===== src/rtl/usplit_pkg.sv =====
`timescale 1ns/1ps
package usplit_pkg;

    localparam int DATA_W = 32;
    localparam int LANES  = DATA_W / 8;
    localparam int LANE_W = $clog2(LANES);

    typedef enum logic [1:0] {
        SZ_BYTE = 2'b00,
        SZ_HALF = 2'b01,
        SZ_WORD = 2'b10,
        SZ_WIDE = 2'b11
    } xfer_size_e;

    typedef struct packed {
        logic [LANE_W-1:0] off;    // byte offset of the piece inside the request
        xfer_size_e        psize;  // aligned piece size
        logic              last;   // final piece of the sequence
    } piece_t;

    function automatic logic [LANES-1:0] size_mask(xfer_size_e s);
        case (s)
            SZ_BYTE: size_mask = 4'b0001;
            SZ_HALF: size_mask = 4'b0011;
            default: size_mask = 4'b1111;
        endcase
    endfunction

endpackage


===== src/rtl/usplit_plan.sv =====
`timescale 1ns/1ps
module usplit_plan
    import usplit_pkg::*;
(
    input  logic [LANE_W-1:0] lo,
    input  xfer_size_e        size,
    input  logic [1:0]        idx,
    output piece_t            piece
);

    always_comb begin
        piece = '{off: '0, psize: SZ_BYTE, last: 1'b1};
        case (size)
            SZ_BYTE: piece = '{off: 2'd0, psize: SZ_BYTE, last: 1'b1};
            SZ_HALF: begin
                if (!lo[0]) begin
                    piece = '{off: 2'd0, psize: SZ_HALF, last: 1'b1};
                end else if (idx == 2'd0) begin
                    piece = '{off: 2'd0, psize: SZ_BYTE, last: 1'b0};
                end else begin
                    piece = '{off: 2'd1, psize: SZ_BYTE, last: 1'b1};
                end
            end
            default: begin
                if (lo == 2'b00) begin
                    piece = '{off: 2'd0, psize: SZ_WORD, last: 1'b1};
                end else if (lo == 2'b10) begin
                    if (idx == 2'd0) piece = '{off: 2'd0, psize: SZ_HALF, last: 1'b0};
                    else             piece = '{off: 2'd2, psize: SZ_HALF, last: 1'b1};
                end else begin
                    case (idx)
                        2'd0:    piece = '{off: 2'd0, psize: SZ_BYTE, last: 1'b0};
                        2'd1:    piece = '{off: 2'd1, psize: SZ_HALF, last: 1'b0};
                        default: piece = '{off: 2'd3, psize: SZ_BYTE, last: 1'b1};
                    endcase
                end
            end
        endcase
    end

endmodule


===== src/rtl/usplit_lane.sv =====
`timescale 1ns/1ps
module usplit_lane
    import usplit_pkg::*;
#(
    parameter int ADDR_W      = 32,
    parameter int REGION_BITS = 29
) (
    input  logic [ADDR_W-1:0] base_addr,
    input  logic [LANE_W-1:0] off,
    input  xfer_size_e        psize,
    input  logic [DATA_W-1:0] wdata,
    input  logic [DATA_W-1:0] bus_rdata,
    output logic [ADDR_W-1:0] piece_addr,
    output logic [LANES-1:0]  strb,
    output logic [DATA_W-1:0] lane_wdata,
    output logic [DATA_W-1:0] rd_part
);

    logic [REGION_BITS-1:0] low_sum;
    logic [LANE_W-1:0]      lane;
    logic [LANES-1:0]       bmask;
    logic [DATA_W-1:0]      bmask_bits;

    assign low_sum = base_addr[REGION_BITS-1:0] + REGION_BITS'(off);

    if (REGION_BITS < ADDR_W) begin : g_keep_region
        assign piece_addr = {base_addr[ADDR_W-1:REGION_BITS], low_sum};
    end else begin : g_flat_space
        assign piece_addr = low_sum;
    end

    assign lane  = piece_addr[LANE_W-1:0];
    assign bmask = size_mask(psize);

    for (genvar i = 0; i < LANES; i++) begin : g_bits
        assign bmask_bits[8*i +: 8] = {8{bmask[i]}};
    end

    assign strb       = bmask << lane;
    assign lane_wdata = (wdata >> {off, 3'b000}) << {lane, 3'b000};
    assign rd_part    = ((bus_rdata >> {lane, 3'b000}) & bmask_bits) << {off, 3'b000};

endmodule


===== src/rtl/usplit_top.sv =====
`timescale 1ns/1ps
module usplit_top
    import usplit_pkg::*;
#(
    parameter int ADDR_W      = 32,
    parameter int REGION_BITS = 29
) (
    input  logic              clk,
    input  logic              rst_n,
    input  logic              req_valid,
    output logic              req_ready,
    input  logic [ADDR_W-1:0] req_addr,
    input  logic [1:0]        req_size,
    input  logic              req_write,
    input  logic [31:0]       req_wdata,
    output logic              rsp_valid,
    output logic [31:0]       rsp_rdata,
    output logic              rsp_err,
    output logic              bus_valid,
    output logic [ADDR_W-1:0] bus_addr,
    output logic [1:0]        bus_size,
    output logic              bus_write,
    output logic [3:0]        bus_strb,
    output logic [31:0]       bus_wdata,
    input  logic              bus_ack,
    input  logic [31:0]       bus_rdata,
    input  logic              bus_err
);

    typedef struct packed {
        logic              busy;
        logic [1:0]        idx;
        logic [ADDR_W-1:0] addr;
        xfer_size_e        size;
        logic              write;
        logic [DATA_W-1:0] wdata;
        logic [DATA_W-1:0] acc;
        logic              err;
    } state_t;

    state_t            st_d, st_q;
    piece_t            piece;
    logic [DATA_W-1:0] rd_part;
    logic              finish;

    usplit_plan u_plan (
        .lo    (st_q.addr[LANE_W-1:0]),
        .size  (st_q.size),
        .idx   (st_q.idx),
        .piece (piece)
    );

    usplit_lane #(
        .ADDR_W      (ADDR_W),
        .REGION_BITS (REGION_BITS)
    ) u_lane (
        .base_addr  (st_q.addr),
        .off        (piece.off),
        .psize      (piece.psize),
        .wdata      (st_q.wdata),
        .bus_rdata  (bus_rdata),
        .piece_addr (bus_addr),
        .strb       (bus_strb),
        .lane_wdata (bus_wdata),
        .rd_part    (rd_part)
    );

    assign finish    = piece.last || (st_q.write && bus_err);
    assign req_ready = !st_q.busy;
    assign bus_valid = st_q.busy;
    assign bus_size  = piece.psize;
    assign bus_write = st_q.write;
    assign rsp_err   = rsp_valid && (st_q.err || bus_err);
    assign rsp_rdata = (rsp_valid && !st_q.write) ? (st_q.acc | rd_part) : '0;

    always_comb begin
        st_d      = st_q;
        rsp_valid = 1'b0;
        if (!st_q.busy) begin
            if (req_valid) begin
                st_d.busy  = 1'b1;
                st_d.idx   = '0;
                st_d.addr  = req_addr;
                st_d.size  = xfer_size_e'(req_size);
                st_d.write = req_write;
                st_d.wdata = req_wdata;
                st_d.acc   = '0;
                st_d.err   = 1'b0;
            end
        end else if (bus_ack) begin
            if (finish) begin
                st_d.busy = 1'b0;
                rsp_valid = 1'b1;
            end else begin
                st_d.idx = st_q.idx + 2'd1;
                st_d.acc = st_q.acc | rd_part;
                st_d.err = st_q.err | bus_err;
            end
        end
    end

    always_ff @(posedge clk or negedge rst_n) begin
        if (!rst_n) begin
            st_q <= '{busy: 1'b0, idx: '0, addr: '0, size: SZ_BYTE, write: 1'b0,
                      wdata: '0, acc: '0, err: 1'b0};
        end else begin
            st_q <= st_d;
        end
    end

    // every piece on the bus is naturally aligned
    assert_piece_aligned_R1: assert property (@(posedge clk) disable iff (!rst_n)
        bus_valid |-> ((bus_size == 2'b00) ||
                       (bus_size == 2'b01 && !bus_addr[0]) ||
                       (bus_addr[1:0] == 2'b00)));

    // a piece never leaves the region of its request
    assert_same_region_R5: assert property (@(posedge clk) disable iff (!rst_n)
        bus_valid |-> ((bus_addr >> REGION_BITS) == (st_q.addr >> REGION_BITS)));

    // strobe count matches the piece size
    assert_strb_width_R6: assert property (@(posedge clk) disable iff (!rst_n)
        bus_valid |-> ($countones(bus_strb) ==
                       ((bus_size == 2'b00) ? 1 : (bus_size == 2'b01) ? 2 : 4)));

    // a response only comes with a bus completion
    assert_rsp_with_ack_R7: assert property (@(posedge clk) disable iff (!rst_n)
        rsp_valid |-> (bus_valid && bus_ack));

    // an unacknowledged piece stays put
    assert_piece_hold_R8: assert property (@(posedge clk) disable iff (!rst_n)
        (bus_valid && !bus_ack) |=> (bus_valid && $stable(bus_addr) && $stable(bus_strb)));

    // an accepted request reaches the bus on the next cycle
    assert_accept_issue_R8: assert property (@(posedge clk) disable iff (!rst_n)
        (req_valid && req_ready) |=> bus_valid);

    // a failing write piece ends the sequence at once
    assert_write_abort_R9: assert property (@(posedge clk) disable iff (!rst_n)
        (bus_valid && bus_ack && bus_err && bus_write) |-> (rsp_valid && rsp_err));

endmodule


===== config.mk =====
export PLATFORM = sky130hd
export DESIGN_NAME = usplit_top
export DESIGN_NICKNAME = d
export VERILOG_FILES = /design/src/rtl/usplit_pkg.sv /design/src/rtl/usplit_plan.sv /design/src/rtl/usplit_lane.sv /design/src/rtl/usplit_top.sv
export SDC_FILE = /design/constraint.sdc
export NUM_CORES = 1
export LEC_CHECK = 0
export BUFFER_PORTS_ARGS = -buffer_cell sky130_fd_sc_hd__clkbuf_2
export CORE_MARGIN = 8
export CORE_UTILIZATION = 52
export DETAILED_ROUTE_END_ITERATION = 7
export PLACE_DENSITY = 0.81
export SYNTH_ARGS = -nofsm -noshare
export SYNTH_HDL_FRONTEND = slang
export SYNTH_SLANG_ARGS = --single-unit

===== constraint.sdc =====
create_clock -name clk -period 4.18 [get_ports clk]
set_input_delay 0.418 -clock clk [delete_from_list [all_inputs] [get_ports clk]]
set_output_delay 0.418 -clock clk [all_outputs]
set_load 0.03 [all_outputs]

==> reports/metrics.yaml, run 1 <==
floorplan:
  fp.dieArea_um2: 16980
  initial_core_util: 0.5363
  fp.dieW_um: 130.3
  pin_count: 211
  core.rowCount: 41
  fp.dieH_um: 130.3
  core_area_um2: 12670
final_layout:
  area_delta_synth_final_pct: 21.41
  final_nets: 1126
  n_fill_cell: 1156
  post-route-util: 0.6511
  antenna_cells: 0
  drive_gt1_frac: 0.2942
  fin_area_um2: 8250
clock_tree:
  cts_root_buf: "clkbuf_16"
  clkLatencyLatePin_ns: 0.35
  cts.htree.levels: 3
  cts_tree: "done"
  post-cts-setup-buffers: 0
  cts.sinks: 103
  ctsHoldBuffers: 0
  post_cts_resized: 2
  clock_path_buffers: 2
  cts_inserted_buffers: 9
  path_clk_slew_ns: 0.07
pwr:
  seqPwrFrac: 0.217
  powerDensity_nw_per_um2: 965.9
  pwr-share-clk: 0.105
  peakVddDrop_mv: 0.5829
  swShare: 0.5607
  switchingPower_w: 0.004468
  p_leak_nw: 4.113
  intPower_w: 0.003501
  p_comb_frac: 0.678
global_route:
  grt_pass1_vias: 6865
  antenna_found_initial: 0
  grt_pass1_wl_um: 35200
  grtUsageTotal: 0.2631
  grt-ovfl-total: 0
  grt_start_max_net_pins: 74
logic_synthesis:
  synthFlopType: "dfrtp_1"
  synth_top_family_by_area: "simple AND/OR/NAND/NOR gates"
  ys_types: 63
  post_synth.cell_area_avg_um2: 8.148
  netlist.top_cell.by_area: "dfrtp_1"
  synth_common_cells: "nand2_1, dfrtp_1, a21oi_1"
  synth_nets: 942
  synth_edf_count: 0
  synth-compound-area-share: 0.1681
  ys_seq_elements: 103
  yosysMostFrequentCell: "nand2_1"
  synthMuxAreaShare: 0.08507
  synthSimpleGateAreaFrac: 0.2756
  synthAdderAreaFrac: 0.007365
  seq_area_frac_synth: 0.3793
  synthCells: 834
  yosys_warnings: 0
  async_flop_share: 1.000
  synth_xor_area_frac: 0.03609
  synth_top_cell_area_share: 0.3793
  synthTopCellsByArea: "dfrtp_1, nand2_1, a21oi_1"
  syn_area_um2: 6795
detailed_routing:
  drc: 0
  num_vias: 6895
  wl_per_cell_um: 18.48
  drt_first_pass_iters: 5
  drt_iter0_markers: 663
  antenna_violating_nets_post_route: 0
  viasPerCell: 5.770
  drt-total-wl_um: 22080
sta:
  slew_violations: 0
  worst_pin_slew_ns: 1.169
  slew_headroom: 0.2176
  timing.setup.tns_ns: 0
  hold_viol_final: 0
  holdWs_ns: 0.2020
  fin_crit_sh: 0.9670
  rsz0062_at_grt: "no"
  fin_worst_skew_ns: 0.007119
  period_needed_ns: 4.042
  fmax_mhz: 247.4
  setup_viol: 0
critical_path:
  required_ns: 3.76
  worst-r2r-setup-slack_ns: 1.02
  max_stage_delay_ns: 0.40
  cp_cell_sequence: "inv_1 -> ha_2 -> nand2b_4 -> or3_1 -> xnor2_1 -> ha_1 -> buf_4 -> buf_4 -> nor4b_4 -> buf_6 -> a22oi_1 -> o21ai_0 -> o21a_1 -> clkbuf_2"
  cp-end-kind: "output port"
  path_class: "reg -> out"
  critPathLaunchType: "flop"
  cp_common_cell: "buf_4"
  crit_start: "st_q[100]"
  reg2reg_from: "st_q[100]"
  path_max_fanout: 23
  crit_slowest_cell: "dfrtp_1"
  worst_ep_arrival_time_ns: 3.62
job:
  cap_violations: 0
hold_path:
  hold_path_class: "in -> async"
placement:
  place_area_um2: 7921
  gp_congestion: 0.9621
  dpl.hpwl_um: 16420
  portBuffers: 210
status:
  status: "finished, final reports clean"
## power groups by stage
| stage | clock network, W | logic, W | registers [W] |
|---|---|---|---|
| finish | 0.000836 | 0.00541 | 0.00173 |
| global route | 0.000891 | 0.00580 | 0.00178 |
| CTS | 0.000846 | 0.00535 | 0.00172 |
| detailed placement | 0 | 0.00533 | 0.00173 |
| global placement | 0 | 0.00528 | 0.00172 |
| floorplan | 0 | 0.00396 | 0.00165 |
## layout make-up
class / instances / area [µm²] / share of cell area
flip-flops and latches: 103 / 2577 / 0.3124
well taps: 172 / 215.2 / 0.02608
clock buffers: 10 / 239.0 / 0.02897
clock inverters: 6 / 53.80 / 0.006521
multi-input cells: 667 / 3934 / 0.4768
repair buffers: 228 / 1195 / 0.1448
inverters: 9 / 36.28 / 0.004398
## layout by cell type, fill, tap and decap left out, types with 3 or more instances in the layout
master	Yosys	layout
inv_1	6	6
mux2_2	21	21
nand2_1	240	239
clkbuf_2	0	206
o21ai_1	3	3
and3_1	10	10
and2_1	13	12
dfrtp_1	103	103
mux2i_1	15	15
a211oi_1	5	5
o21ai_0	24	24
mux2_1	7	7
o21a_1	8	8
xnor2_1	24	24
a221oi_1	4	4
o221ai_1	3	3
mux4_2	5	5
o32ai_1	7	7
nor3_1	25	25
buf_4	10	19
a22oi_1	8	8
o2bb2ai_1	7	7
nand3_1	26	26
nand4_1	11	11
nor2_1	49	47
a22o_1	16	16
o22ai_1	12	12
nor2b_1	12	10
nor2_2	10	12
o211ai_1	9	9
a21oi_1	52	52
clkbuf_16	0	9
xor2_1	4	4
## registers in the layout (all words and copies together), names as in the netlist
| register | cells |
|---|---|
| bus_valid | 1 |
| bus_write | 1 |
| st_q | 101 |
## worst max-delay path, delay by kind of cell (launching register included)
| kind | cells | cell delay [ns] |
|---|---|---|
| buffers and inverters | 5 | 0.91 |
| AND/OR/NAND/NOR | 3 | 0.88 |
| adder cells (fa/ha/maj) | 2 | 0.54 |
| AO/OA/AOI/OAI | 3 | 0.41 |
| flip-flops | 1 | 0.40 |
| XOR/XNOR | 1 | 0.14 |
## metrics by stage
stage                     power (W)  instances  setup slack, ns
after floorplan            0.005610        834           0.1158
after global placement     0.007002       1179           0.4094
after detailed placement   0.007060       1179           0.3014
after CTS                  0.007915       1195          0.04346
after global routing       0.008470       1195         0.006324
final                      0.007969       1195           0.1381
## layer usage
layer | vias up | GRT usage | part of all wire
li1 | 3262 | - | -
met1 | 3215 | 0.3419 | 0.41
met2 | 355 | 0.4049 | 0.45
met3 | 63 | 0.07181 | 0.099
met4 | 0 | 0.1113 | 0.035
met5 | - | 0 | 0
## cells by family (layout without fill, tap and decap cells)
family	Yosys count	after routing
and+or+nand+nor	416	416
AOI/OAI and AO/OA	171	171
DFF	103	103
buffers and inverters	64	253
muxes	48	48
xor gates and xnor gates	28	28
adders and majority gates	4	4
## worst paths after layout
path	to	depth (start not counted)
worst max-delay path	rsp_rdata[23]	14
worst min-delay path	st_q[74]	1
worst max register to register	st_q[24]	13
worst min register to register	st_q[97]	2
max in group asynchronous	st_q[6]	2
min in group clk	st_q[36]	3
Power figures use the tool's default switching activity.
==> inputs of run 2 (changes only) <==
--- a/config.mk
+++ b/config.mk
@@ -5,11 +5,12 @@
 export SDC_FILE = /design/constraint.sdc
 export NUM_CORES = 1
 export LEC_CHECK = 0
+export ABC_AREA = 1
 export BUFFER_PORTS_ARGS = -buffer_cell sky130_fd_sc_hd__clkbuf_2
 export CORE_MARGIN = 8
-export CORE_UTILIZATION = 52
+export CORE_UTILIZATION = 53
 export DETAILED_ROUTE_END_ITERATION = 7
-export PLACE_DENSITY = 0.81
+export PLACE_DENSITY = 0.82
 export SYNTH_ARGS = -nofsm -noshare
 export SYNTH_HDL_FRONTEND = slang
 export SYNTH_SLANG_ARGS = --single-unit
==> run 2 against run 1 <==
Register-to-register slack improved by 0.10 ns. Sequential share of layout area decreased by 0.55 points. Non-clock buffer count decreased by 7. First-iteration DRC count increased by 3.3%. Final cell count increased by 19%. Setup slack improved by 0.086 ns. Critical path depth increased by 2. Die area increased by 1.8%. Combinational power increased by 5.7%. Utilization decreased by 1.2 points. Highest routed layer unchanged.
==> reports/metrics.yaml, run 2 <==
critical_path:
  cp_cell_sequence: "inv_1 -> ha_1 -> inv_1 -> nand4_1 -> nand2_1 -> inv_1 -> ha_1 -> nor2_4 -> buf_4 -> nand2_1 -> nand3_1 -> nand3_1 -> nand2_1 -> nand2_1 -> a21oi_1 -> clkbuf_2"
  crit_slowest_cell: "ha_1"
  r2r_cells: 17  # +4
  path_class: "reg -> out"
  path_max_fanout: 14  # -39%
  crit_family: "simple AND/OR/NAND/NOR gates"
  cp_common_cell: "nand2_1"
  required_ns: 3.76  # about the same
  worst-r2r-setup-slack_ns: 1.12  # +0.10 ns
  critPathLaunchType: "flop"
  crit_start: "st_q[100]"
  worstReg2RegEnd: "st_q[28]"
  max_stage_delay_ns: 0.47  # +0.07 ns
  reg2reg_from: "st_q[100]"
  worst_ep_arrival_time_ns: 3.54  # -0.08 ns
  crit_end: "rsp_rdata[27]"
  path_buf_inv: 5  # unchanged
  cp-end-kind: "output port"
  cp.depth: 16  # +2
logic_synthesis:
  post_synth.cell_area_avg_um2: 6.671  # -18%
  synthFlopType: "dfrtp_1"
  synth_nets: 1168  # +24%
  netlist.top_cell.by_area: "dfrtp_1"
  yosys_warnings: 0  # unchanged
  yosysMostFrequentCell: "nand2_1"
  syn_area_um2: 7072  # +4.1%
  synthCells: 1060  # +27%
  async_flop_share: 1.000  # unchanged
  synth_common_cells: "nand2_1, dfrtp_1, nor2_1"
  seq_area_frac_synth: 0.3645  # -0.01483
  synth_top_cell_area_share: 0.3645  # -0.01483
  synthTopCellsByArea: "dfrtp_1, nand2_1, nor2_1"
  ys_seq_elements: 103  # unchanged
  ys_types: 35  # -44%
  synth_edf_count: 0  # unchanged
final_layout:
  drive_gt1_frac: 0.2442  # -0.05007
  largest_register: "st_q"
  fin_cells: 1417  # +19%
  regArea_um2: 2577  # unchanged
  layout_common_cells: "nand2_1, clkbuf_2, dfrtp_1, nor2_1, inv_1"
  n_fill_cell: 1295  # +12%
  antenna_cells: 0  # unchanged
  largest_reg_flops: 101  # unchanged
  multi_input_area_um2: 3849  # -2.2%
  area_delta_synth_final_pct: 18.77
  final_nets: 1344  # +19%
  final_common_cell: "nand2_1"
detailed_routing:
  drc: 0  # unchanged
  antenna_violating_nets_post_route: 0  # unchanged
  drt_first_pass_iters: 5  # unchanged
  dr.max_layer_used: "met4"
  wl_met3_um: 2155  # -1.1%
  viasPerCell: 5.440  # -5.7%
  drt_iter0_markers: 685  # +3.3%
  num_vias: 7709  # +12%
  wl_met1_um: 10270  # +12%
  wl_met2_um: 11070  # +11%
  drt-total-wl_um: 24370  # +10%
  wl_per_cell_um: 17.20  # -6.9%
global_route:
  grt_pass1_vias: 7577  # +10%
  grt-ovfl-total: 0  # unchanged
  grt_pass1_wl_um: 39250  # +12%
  grtUsageTotal: 0.2766  # +0.01350
  antenna_found_initial: 0  # unchanged
  grt_start_max_net_pins: 98  # +32%
sta:
  setup_viol: 0  # unchanged
  slew_violations: 0  # unchanged
  fin_crit_sh: 0.9463  # -0.02066
  fin_worst_skew_ns: 0.01056  # +0.003439 ns
  hold_viol_final: 0  # unchanged
  worst_pin_slew_ns: 1.033  # -0.1368 ns
  holdWs_ns: 0.1891  # -0.01288 ns
  timing.setup.tns_ns: 0  # unchanged
  rsz0062_at_grt: "no"
  fmax_mhz: 252.8  # +2.2%
  period_needed_ns: 3.956  # -0.08635 ns
  slew_headroom: 0.3116  # +0.09396
hold_path:
  hold_path_class: "in -> async"
floorplan:
  fp.dieArea_um2: 17290  # +1.8%
  initial_core_util: 0.5383  # +0.001997
  pin_count: 211  # unchanged
  fp.dieH_um: 131.5  # +0.92%
  core_area_um2: 13140  # +3.7%
  core.rowCount: 42  # +2.4%
  fp.dieW_um: 131.5  # +0.92%
clock_tree:
  ctsHoldBuffers: 0  # unchanged
  path_clk_slew_ns: 0.08  # about the same
  post_cts_resized: 0  # -2
  cts.htree.levels: 3  # unchanged
  post-cts-setup-buffers: 0  # unchanged
  cts.sinks: 103  # unchanged
  clock_path_buffers: 2  # unchanged
  cts_tree: "done"
  cts_inserted_buffers: 9  # unchanged
  clkLatencyLatePin_ns: 0.36  # about the same
  cts_root_buf: "clkbuf_16"
pwr:
  peakVddDrop_mv: 0.7759  # +33%
  p_leak_nw: 4.599  # +12%
  powerDensity_nw_per_um2: 992.2  # +2.7%
  power_w: 0.008334  # +4.6%
placement:
  portBuffers: 210  # unchanged
  dpl.hpwl_um: 18210  # +11%
  placedCellCount: 1401  # +19%
  gp_congestion: 1.010  # +5.0%
status:
  status: "finished, final reports clean"
job:
  cap_violations: 0  # unchanged
[run 2: worst register-to-register path, cell delays in order (launching register included)]
cell,delay (ns)
dfrtp_1,0.36
inv_1,0.07
ha_1,0.23
inv_1,0.11
nand4_1,0.16
nand2_1,0.10
inv_1,0.04
ha_1,0.47
nor2_4,0.35
buf_4,0.27
nand2_1,0.08
nand3_1,0.11
nand3_1,0.09
nand2_1,0.23
nand2_1,0.11
nand2_1,0.10
nand2_1,0.05
nand2_1,0.07
[run 2: how the worst min path moves through the flow]
| stage | startpoint | end | slack (ns) | depth (start not counted) |
|---|---|---|---|---|
| CTS | rst_n | st_q[27] | 0.25 | 1 |
| global route | rst_n | st_q[27] | 0.27 | 1 |
| detailed placement | st_q[97] | st_q[97] | 0.46 | 2 |
| global placement | st_q[97] | st_q[97] | 0.45 | 2 |
| floorplan | rst_n | bus_valid | 0.12 | 0 |
| finish | rst_n | st_q[25] | 0.19 | 1 |
[run 2: cells by family after synthesis]
logic type      Yosys count  synth area share
compound gates          169            0.1387
xor+xnor                 23           0.02849
fa+ha+maj                 4          0.007077
buf+inv                 141           0.09235
flops                   103            0.3645
simple gates            620            0.3689
[run 2: where the power goes]
group,switching (W),internal [W]
Sequential,0.000360,0.00138
Combinational,0.00418,0.00154
Clock,0.000402,0.000472
[run 2: layout make-up]
class                   count  area share
clock buffers              11     0.02771
inverters                  85     0.03799
multi-input cells         816      0.4582
flip-flops and latches    103      0.3069
well taps                 176     0.02622
repair buffers            221      0.1353
clock inverters             5    0.007746
[run 2: stage by stage]
| stage | utilization | cell area, µm² | worst slack, ns |
|---|---|---|---|
| final | 0.6393 | 8399 | 0.2245 |
| after detailed placement | 0.6167 | 8102 | 0.6560 |
| after CTS | 0.6393 | 8399 | 0.2697 |
| after global placement | 0.6167 | 8102 | 0.7361 |
| after global routing | 0.6393 | 8399 | 0.01575 |
| after floorplan | - | 7072 | 0.5560 |
[run 2: routing by layer]
metal  vias up  GRT usage
met3        67    0.08575
met4         0     0.1104
met1      3518     0.3418
met2       390     0.4420
met5         -          0
li1       3734          -
